**src/rtl/ebrake_sup_pkg.sv**
```systemverilog
package ebrake_sup_pkg;
  typedef enum logic [2:0] {
    ST_INIT   = 3'd0,
    ST_ARMED  = 3'd1,
    ST_RUN    = 3'd2,
    ST_TRIG   = 3'd3,
    ST_VERIF  = 3'd4,
    ST_REDUND = 3'd5,
    ST_FAULT  = 3'd6
  } sup_state_e;
endpackage

```
**src/rtl/ebrake_rst_sync.sv**
```systemverilog
module ebrake_rst_sync #(
  parameter int STAGES = 2
) (
  input  logic clk,
  input  logic rst_n,
  output logic rst_n_sync
);
  logic [STAGES-1:0] sync_q;

  always_ff @(posedge clk or negedge rst_n) begin
    if (!rst_n) sync_q <= '0;
    else        sync_q <= {sync_q[STAGES-2:0], 1'b1};
  end

  assign rst_n_sync = sync_q[STAGES-1];
endmodule

```
**src/rtl/ebrake_loss_filter.sv**
```systemverilog
module ebrake_loss_filter #(
  parameter int LOSS_SAMPLES = 2
) (
  input  logic clk,
  input  logic rst_n,
  input  logic level_ok,
  output logic loss
);
  localparam int HIST = LOSS_SAMPLES - 1;
  logic [HIST-1:0] low_hist_q;

  // history of earlier low samples; loss needs the current one plus HIST before it
  generate
    if (HIST == 1) begin : g_one
      always_ff @(posedge clk or negedge rst_n) begin
        if (!rst_n) low_hist_q <= '0;
        else        low_hist_q <= ~level_ok;
      end
    end else begin : g_many
      always_ff @(posedge clk or negedge rst_n) begin
        if (!rst_n) low_hist_q <= '0;
        else        low_hist_q <= {low_hist_q[HIST-2:0], ~level_ok};
      end
    end
  endgenerate

  assign loss = ~level_ok & (&low_hist_q);
endmodule

```
**src/rtl/ebrake_press_timer.sv**
```systemverilog
module ebrake_press_timer #(
  parameter int PRESS_TIMEOUT = 16
) (
  input  logic clk,
  input  logic rst_n,
  input  logic run,
  output logic expired
);
  localparam int CW = $clog2(PRESS_TIMEOUT + 1);
  localparam logic [CW-1:0] LAST = CW'(PRESS_TIMEOUT - 1);

  logic [CW-1:0] cnt_q, cnt_d;
  logic          cnt_en;

  assign cnt_en = run | (cnt_q != '0);

  always_comb begin
    cnt_d = cnt_q;
    if (!run) cnt_d = '0;
    else      cnt_d = cnt_q + 1'b1;
  end

  always_ff @(posedge clk or negedge rst_n) begin
    if (!rst_n)      cnt_q <= '0;
    else if (cnt_en) cnt_q <= cnt_d;
  end

  assign expired = run & (cnt_q == LAST);
endmodule

```
**src/rtl/ebrake_sup_fsm.sv**
```systemverilog
module ebrake_sup_fsm
  import ebrake_sup_pkg::*;
(
  input  logic       clk,
  input  logic       rst_n,
  input  logic       chk_done,
  input  logic       chk_pass,
  input  logic       go_req,
  input  logic       tank_ok,
  input  logic       estop_ok,
  input  logic       tank_loss,
  input  logic       line_press_ok,
  input  logic       win_expired,
  output logic       in_trig,
  output logic       ebs_trigger,
  output logic       redund_act,
  output logic       shutdown_req,
  output logic [2:0] state_code
);
  sup_state_e state_q, state_d;
  logic       trip;
  logic       init_good;

  assign trip      = tank_loss | ~estop_ok;
  assign init_good = chk_pass & tank_ok & estop_ok;

  always_comb begin
    state_d = state_q;
    unique case (state_q)
      ST_INIT:   if (chk_done) state_d = init_good ? ST_ARMED : ST_FAULT;
      ST_ARMED:  if (trip) state_d = ST_TRIG;
                 else if (go_req) state_d = ST_RUN;
      ST_RUN:    if (trip) state_d = ST_TRIG;
      ST_TRIG:   if (line_press_ok) state_d = ST_VERIF;
                 else if (win_expired) state_d = ST_REDUND;
      ST_VERIF, ST_REDUND, ST_FAULT: state_d = state_q;
      default:   state_d = ST_FAULT;
    endcase
  end

  always_ff @(posedge clk or negedge rst_n) begin
    if (!rst_n) state_q <= ST_INIT;
    else        state_q <= state_d;
  end

  always_comb begin
    in_trig      = (state_q == ST_TRIG);
    shutdown_req = !(state_q == ST_ARMED || state_q == ST_RUN);
    ebs_trigger  = (state_q == ST_TRIG) || (state_q == ST_VERIF) ||
                   (state_q == ST_REDUND) || (state_q == ST_FAULT);
    redund_act   = (state_q == ST_REDUND);
    state_code   = state_q;
  end
endmodule

```
**src/rtl/ebrake_sup.sv**
```systemverilog
module ebrake_sup #(
  parameter int PRESS_TIMEOUT = 16,
  parameter int LOSS_SAMPLES  = 2,
  parameter int SYNC_STAGES   = 2
) (
  input  logic       clk,
  input  logic       rst_n,
  input  logic       chk_done,
  input  logic       chk_pass,
  input  logic       go_req,
  input  logic       tank_ok,
  input  logic       estop_ok,
  input  logic       line_press_ok,
  output logic       ebs_trigger,
  output logic       redund_act,
  output logic       shutdown_req,
  output logic [2:0] state_code
);
  logic rst_n_s;
  logic tank_loss;
  logic in_trig;
  logic win_expired;

  ebrake_rst_sync #(.STAGES(SYNC_STAGES)) u_rst (
    .clk(clk), .rst_n(rst_n), .rst_n_sync(rst_n_s)
  );

  ebrake_loss_filter #(.LOSS_SAMPLES(LOSS_SAMPLES)) u_filt (
    .clk(clk), .rst_n(rst_n_s), .level_ok(tank_ok), .loss(tank_loss)
  );

  ebrake_press_timer #(.PRESS_TIMEOUT(PRESS_TIMEOUT)) u_tmr (
    .clk(clk), .rst_n(rst_n_s), .run(in_trig), .expired(win_expired)
  );

  ebrake_sup_fsm u_fsm (
    .clk(clk), .rst_n(rst_n_s),
    .chk_done(chk_done), .chk_pass(chk_pass), .go_req(go_req),
    .tank_ok(tank_ok), .estop_ok(estop_ok), .tank_loss(tank_loss),
    .line_press_ok(line_press_ok), .win_expired(win_expired),
    .in_trig(in_trig), .ebs_trigger(ebs_trigger), .redund_act(redund_act),
    .shutdown_req(shutdown_req), .state_code(state_code)
  );
endmodule

```
**config.mk**
```make
export PLATFORM = sky130hd
export DESIGN_NAME = ebrake_sup
export DESIGN_NICKNAME = d
export VERILOG_FILES = /design/src/rtl/ebrake_sup_pkg.sv /design/src/rtl/ebrake_rst_sync.sv /design/src/rtl/ebrake_loss_filter.sv /design/src/rtl/ebrake_press_timer.sv /design/src/rtl/ebrake_sup_fsm.sv /design/src/rtl/ebrake_sup.sv
export SDC_FILE = /design/constraint.sdc
export NUM_CORES = 1
export LEC_CHECK = 0
export ABC_AREA = 0
export ABC_CLOCK_PERIOD_IN_PS = 1200
export CAP_MARGIN = 25
export CORE_MARGIN = 2
export CORE_UTILIZATION = 45
export DETAILED_ROUTE_END_ITERATION = 10
export PLACE_DENSITY = 0.75
export SYNTH_ARGS = -nofsm -noshare
export SYNTH_HDL_FRONTEND = slang
export SYNTH_SLANG_ARGS = --single-unit
```
**constraint.sdc**
```tcl
create_clock -name clk -period 1.2 [get_ports clk]
set_input_delay 0.18 -clock clk [delete_from_list [all_inputs] [get_ports clk]]
set_output_delay 0.18 -clock clk [all_outputs]
set_load 0.02 [all_outputs]
```
==> results.py <==
metrics = {
    "status": {
        "status": "complete, but fails checks",
        "violations": "negative setup slack",
    },
    "die": {
        "dieArea_um2": 1790,
        "initial_core_util_pct": 49.5,
        "std_cell_rows": 13,
        "core_um2": 1330,
        "pin_count": 14,
        "fp.dieH_um": 42.3,
        "dieWidth_um": 42.3,
    },
    "yosys": {
        "synthesis.area_um2": 661,
        "synth_fp_nets": 76,
        "synth_seq_cells": 11,
        "synth_top_cell_area_share_pct": 41.7,
        "yosysWarnings": 0,
        "syn_inst": 65,
        "yosysTopAreaCell": "dfrtp_1",
        "synthTopCellsByArea": "dfrtp_1 42%, ha_1 5.7%, buf_6 5.1%",
        "yosysUniqueCellTypes": 31,
        "syn_area_per_cell_um2": 10.2,
        "ys_seq_area_share_pct": 41.7,
    },
    "clocking": {
        "root_buffer": "clkbuf_4",
        "cts.clk_slew.worst_paths_ns": 0.06,
        "cts_buffers": 3,
        "cts_tree": "yes",
        "cts-htree-levels": 1,
        "clkSinkCount": 11,
        "cts_max_path_buffers": 2,
        "worstSkewPairLatency_ns": 0.25,
    },
    "routing": {
        "wl_per_cell_um": 13.4,
        "firstDrtPassIters": 4,
        "num_vias": 617,
        "drc": 0,
        "ant_nets": 0,
        "drt-initial-drc-count": 9,
        "drt_wl_total_um": 1560,
        "viasPerCell": 5.32,
    },
    "timing": {
        "rsz0062_at_grt": "true",
        "setup_viol_count_final": 9,
        "fmax_ghz": 0.596,
        "hold_viol_final": 0,
        "post-route-period-util_pct": 140,
        "finClkSkew_ns": 0.00158,
        "fin_ws_ns": -0.477,
        "slew_violations": 0,
        "fin_crit_ns": 1.68,
    },
    "place": {
        "placed_cell_area_um2": 918,
        "placedCellCount": 106,
        "io_buffers": 13,
        "gp_congestion": 0.846,
        "post-dp-hpwl_um": 1150,
    },
    "power": {
        "p_int_w": 0.000529,
        "max-vdd-ir-drop_mv": 0.910,
        "swShare_pct": 19.0,
        "combPwrFrac_pct": 6.1,
        "p_seq_share_pct": 58.5,
        "p_per_area_nw_per_um2": 607,
        "p_switching_w": 0.000124,
        "leakage_nw": 0.517,
        "clkPwrFrac_pct": 35.4,
    },
    "critical_path": {
        "reg2reg_depth": 6,
        "startpoint_type": "flip-flop",
        "worstPathArrival_ns": 1.82,
        "cp_max_fo": 4,
        "crit_type": "flip-flop to flip-flop",
        "worstPathRequired_ns": 1.34,
        "crit_path_end_kind": "flip-flop",
    },
    "finish": {
        "final_common_cell": "buf_4",
        "nNetsFinal": 113,
        "layout-drive-gt1-share_pct": 48.5,
        "finalInstanceArea_um2": 1070,
        "area_growth_pct": 62.7,
        "final_cell_mix": "16 x buf_4, 9 x buf_6, 8 x inv_1, 8 x dfrtp_1, 7 x clkdlybuf4s50_1",
        "stdcell_count": 116,
        "num_antenna_cells": 0,
        "fillerInstances": 92,
    },
    "global_route": {
        "grt_overflow": 0,
        "met3_usage_pct": 1.72,
        "antenna_found_initial": 0,
        "grt_pass1_wl_um": 2560,
        "grt.met2_usage_pct": 35.1,
        "gr-usage-met1_pct": 21.4,
        "grt_max_degree": 10,
        "grt-busiest-layer": "met2",
        "track_usage_pct": 18.5,
        "grt_pass1_vias": 606,
    },
    "flow_run": {
        "drv_cap": 0,
    },
    "worst_hold_path": {
        "holdCritPathClass": "input port to async pin",
    },
}
-- final timing paths --
kind | from | to | slack (ns)
max | u_tmr.cnt_q[0]$_DFFE_PN0P_ | u_fsm.state_code[1]$_DFFE_PN0P_ | -0.48
min | rst_n | u_rst.sync_q[0]$_DFF_PN0_ | 0.08
max reg2reg | u_tmr.cnt_q[0]$_DFFE_PN0P_ | u_fsm.state_code[1]$_DFFE_PN0P_ | -0.48
min reg2reg | u_rst.sync_q[1]$_DFF_PN0_ | u_filt.low_hist_q$_DFF_PN0_ | 0.14
max in group asynchronous | u_rst.sync_q[1]$_DFF_PN0_ | u_fsm.state_code[1]$_DFFE_PN0P_ | 0.79
min in group clk | u_rst.sync_q[0]$_DFF_PN0_ | u_rst.sync_q[1]$_DFF_PN0_ | 0.36
-- cells by family after synthesis --
group | Yosys count | synth area share [%]
other | 1 | 0.568
buffers and inverters | 11 | 9.66
adders and majority gates | 3 | 5.68
xor gates and xnor gates | 2 | 2.65
AOI/OAI and AO/OA | 14 | 18.4
DFF | 11 | 41.7
and+or+nand+nor | 23 | 21.4
-- critical path: stages, from the launching register on --
cell and delay, ns:
dfrtp_1 0.39, ha_2 0.20, and3_4 0.18, ha_4 0.15
o311a_4 0.32, o31a_1 0.12, o211a_1 0.20
-- sequential cells by signal, summed over array words and instances (netlist names) --
| signal | flops |
|---|---|
| u_rst.sync_q | 2 |
| u_tmr.cnt_q | 5 |
| u_fsm.state_code | 3 |
| u_filt.low_hist_q | 1 |
-- routing by layer --
layer,vias up,part of all wire (%)
li1,294,-
met1,305,42
met2,14,54
met3,4,2.6
met4,0,1.6
met5,-,0
-- metrics by stage --
step           util, %  worst slack, ns  TNS (ns)  hold WS, ns  total power [W]
2_1_floorplan        -           -0.478     -1.18       -0.116         0.000396
3_3_place_gp      68.9           -0.492     -2.86        0.138         0.000428
3_5_place_dp      68.9           -0.553     -3.36        0.153         0.000429
4_1_cts           79.3           -0.469     -1.72       0.0810         0.000660
5_1_grt           80.6           -0.526     -2.28       0.0886         0.000680
6_report          80.6           -0.477     -1.81       0.0840         0.000653
-- synth_stat cells --
cell type  number
inv_1           8
buf_6           3
conb_1          1
o311a_4         1
nand2b_1        2
o311ai_1        1
nand3b_4        1
nor2_1          5
ha_1            3
or3_4           1
o22ai_1         1
a21boi_0        1
nand4_1         1
nand2b_4        1
o221ai_1        1
xnor2_1         1
a21o_1          1
and3_1          1
o31a_1          1
o21ai_0         2
o2111ai_1       1
xor2_1          1
nand3_1         4
nor3_1          1
dfrtp_1        11
o21a_1          1
o211a_1         1
a31oi_1         1
a21bo_2         1
nor4b_1         1
nand2_1         5
-- what timing repair did --
| item | CTS | global route |
|---|---|---|
| resized for setup | 47 | 7 |
| endpoints found under the hold margin | 0 | 0 |
| buffers inserted | 5 | 3 |
| setup endpoints to repair | 12 | 11 |
| hold buffers | 0 | 0 |
| pin swaps | 5 | 4 |
-- cell type report --
| type | instances | area (µm²) | area share, % |
|---|---|---|---|
| timing repair buffer | 35 | 332 | 30.8 |
| multi-input combinational | 43 | 389 | 36.2 |
| clock buffer | 4 | 26.3 | 2.44 |
| inverter | 8 | 30.0 | 2.79 |
| sequential | 11 | 279 | 26.0 |
| tap | 15 | 18.8 | 1.75 |
-- power by group through the flow --
stage                     sequential [W]  combinational (W)  clock (W)
after floorplan                 0.000388         0.00000800          0
after global routing            0.000383          0.0000435   0.000254
after CTS                       0.000382          0.0000393   0.000238
after detailed placement        0.000390          0.0000393          0
after global placement          0.000389          0.0000384          0
final                           0.000382          0.0000399   0.000231
Note: power is estimated with default switching activity, not from simulation.
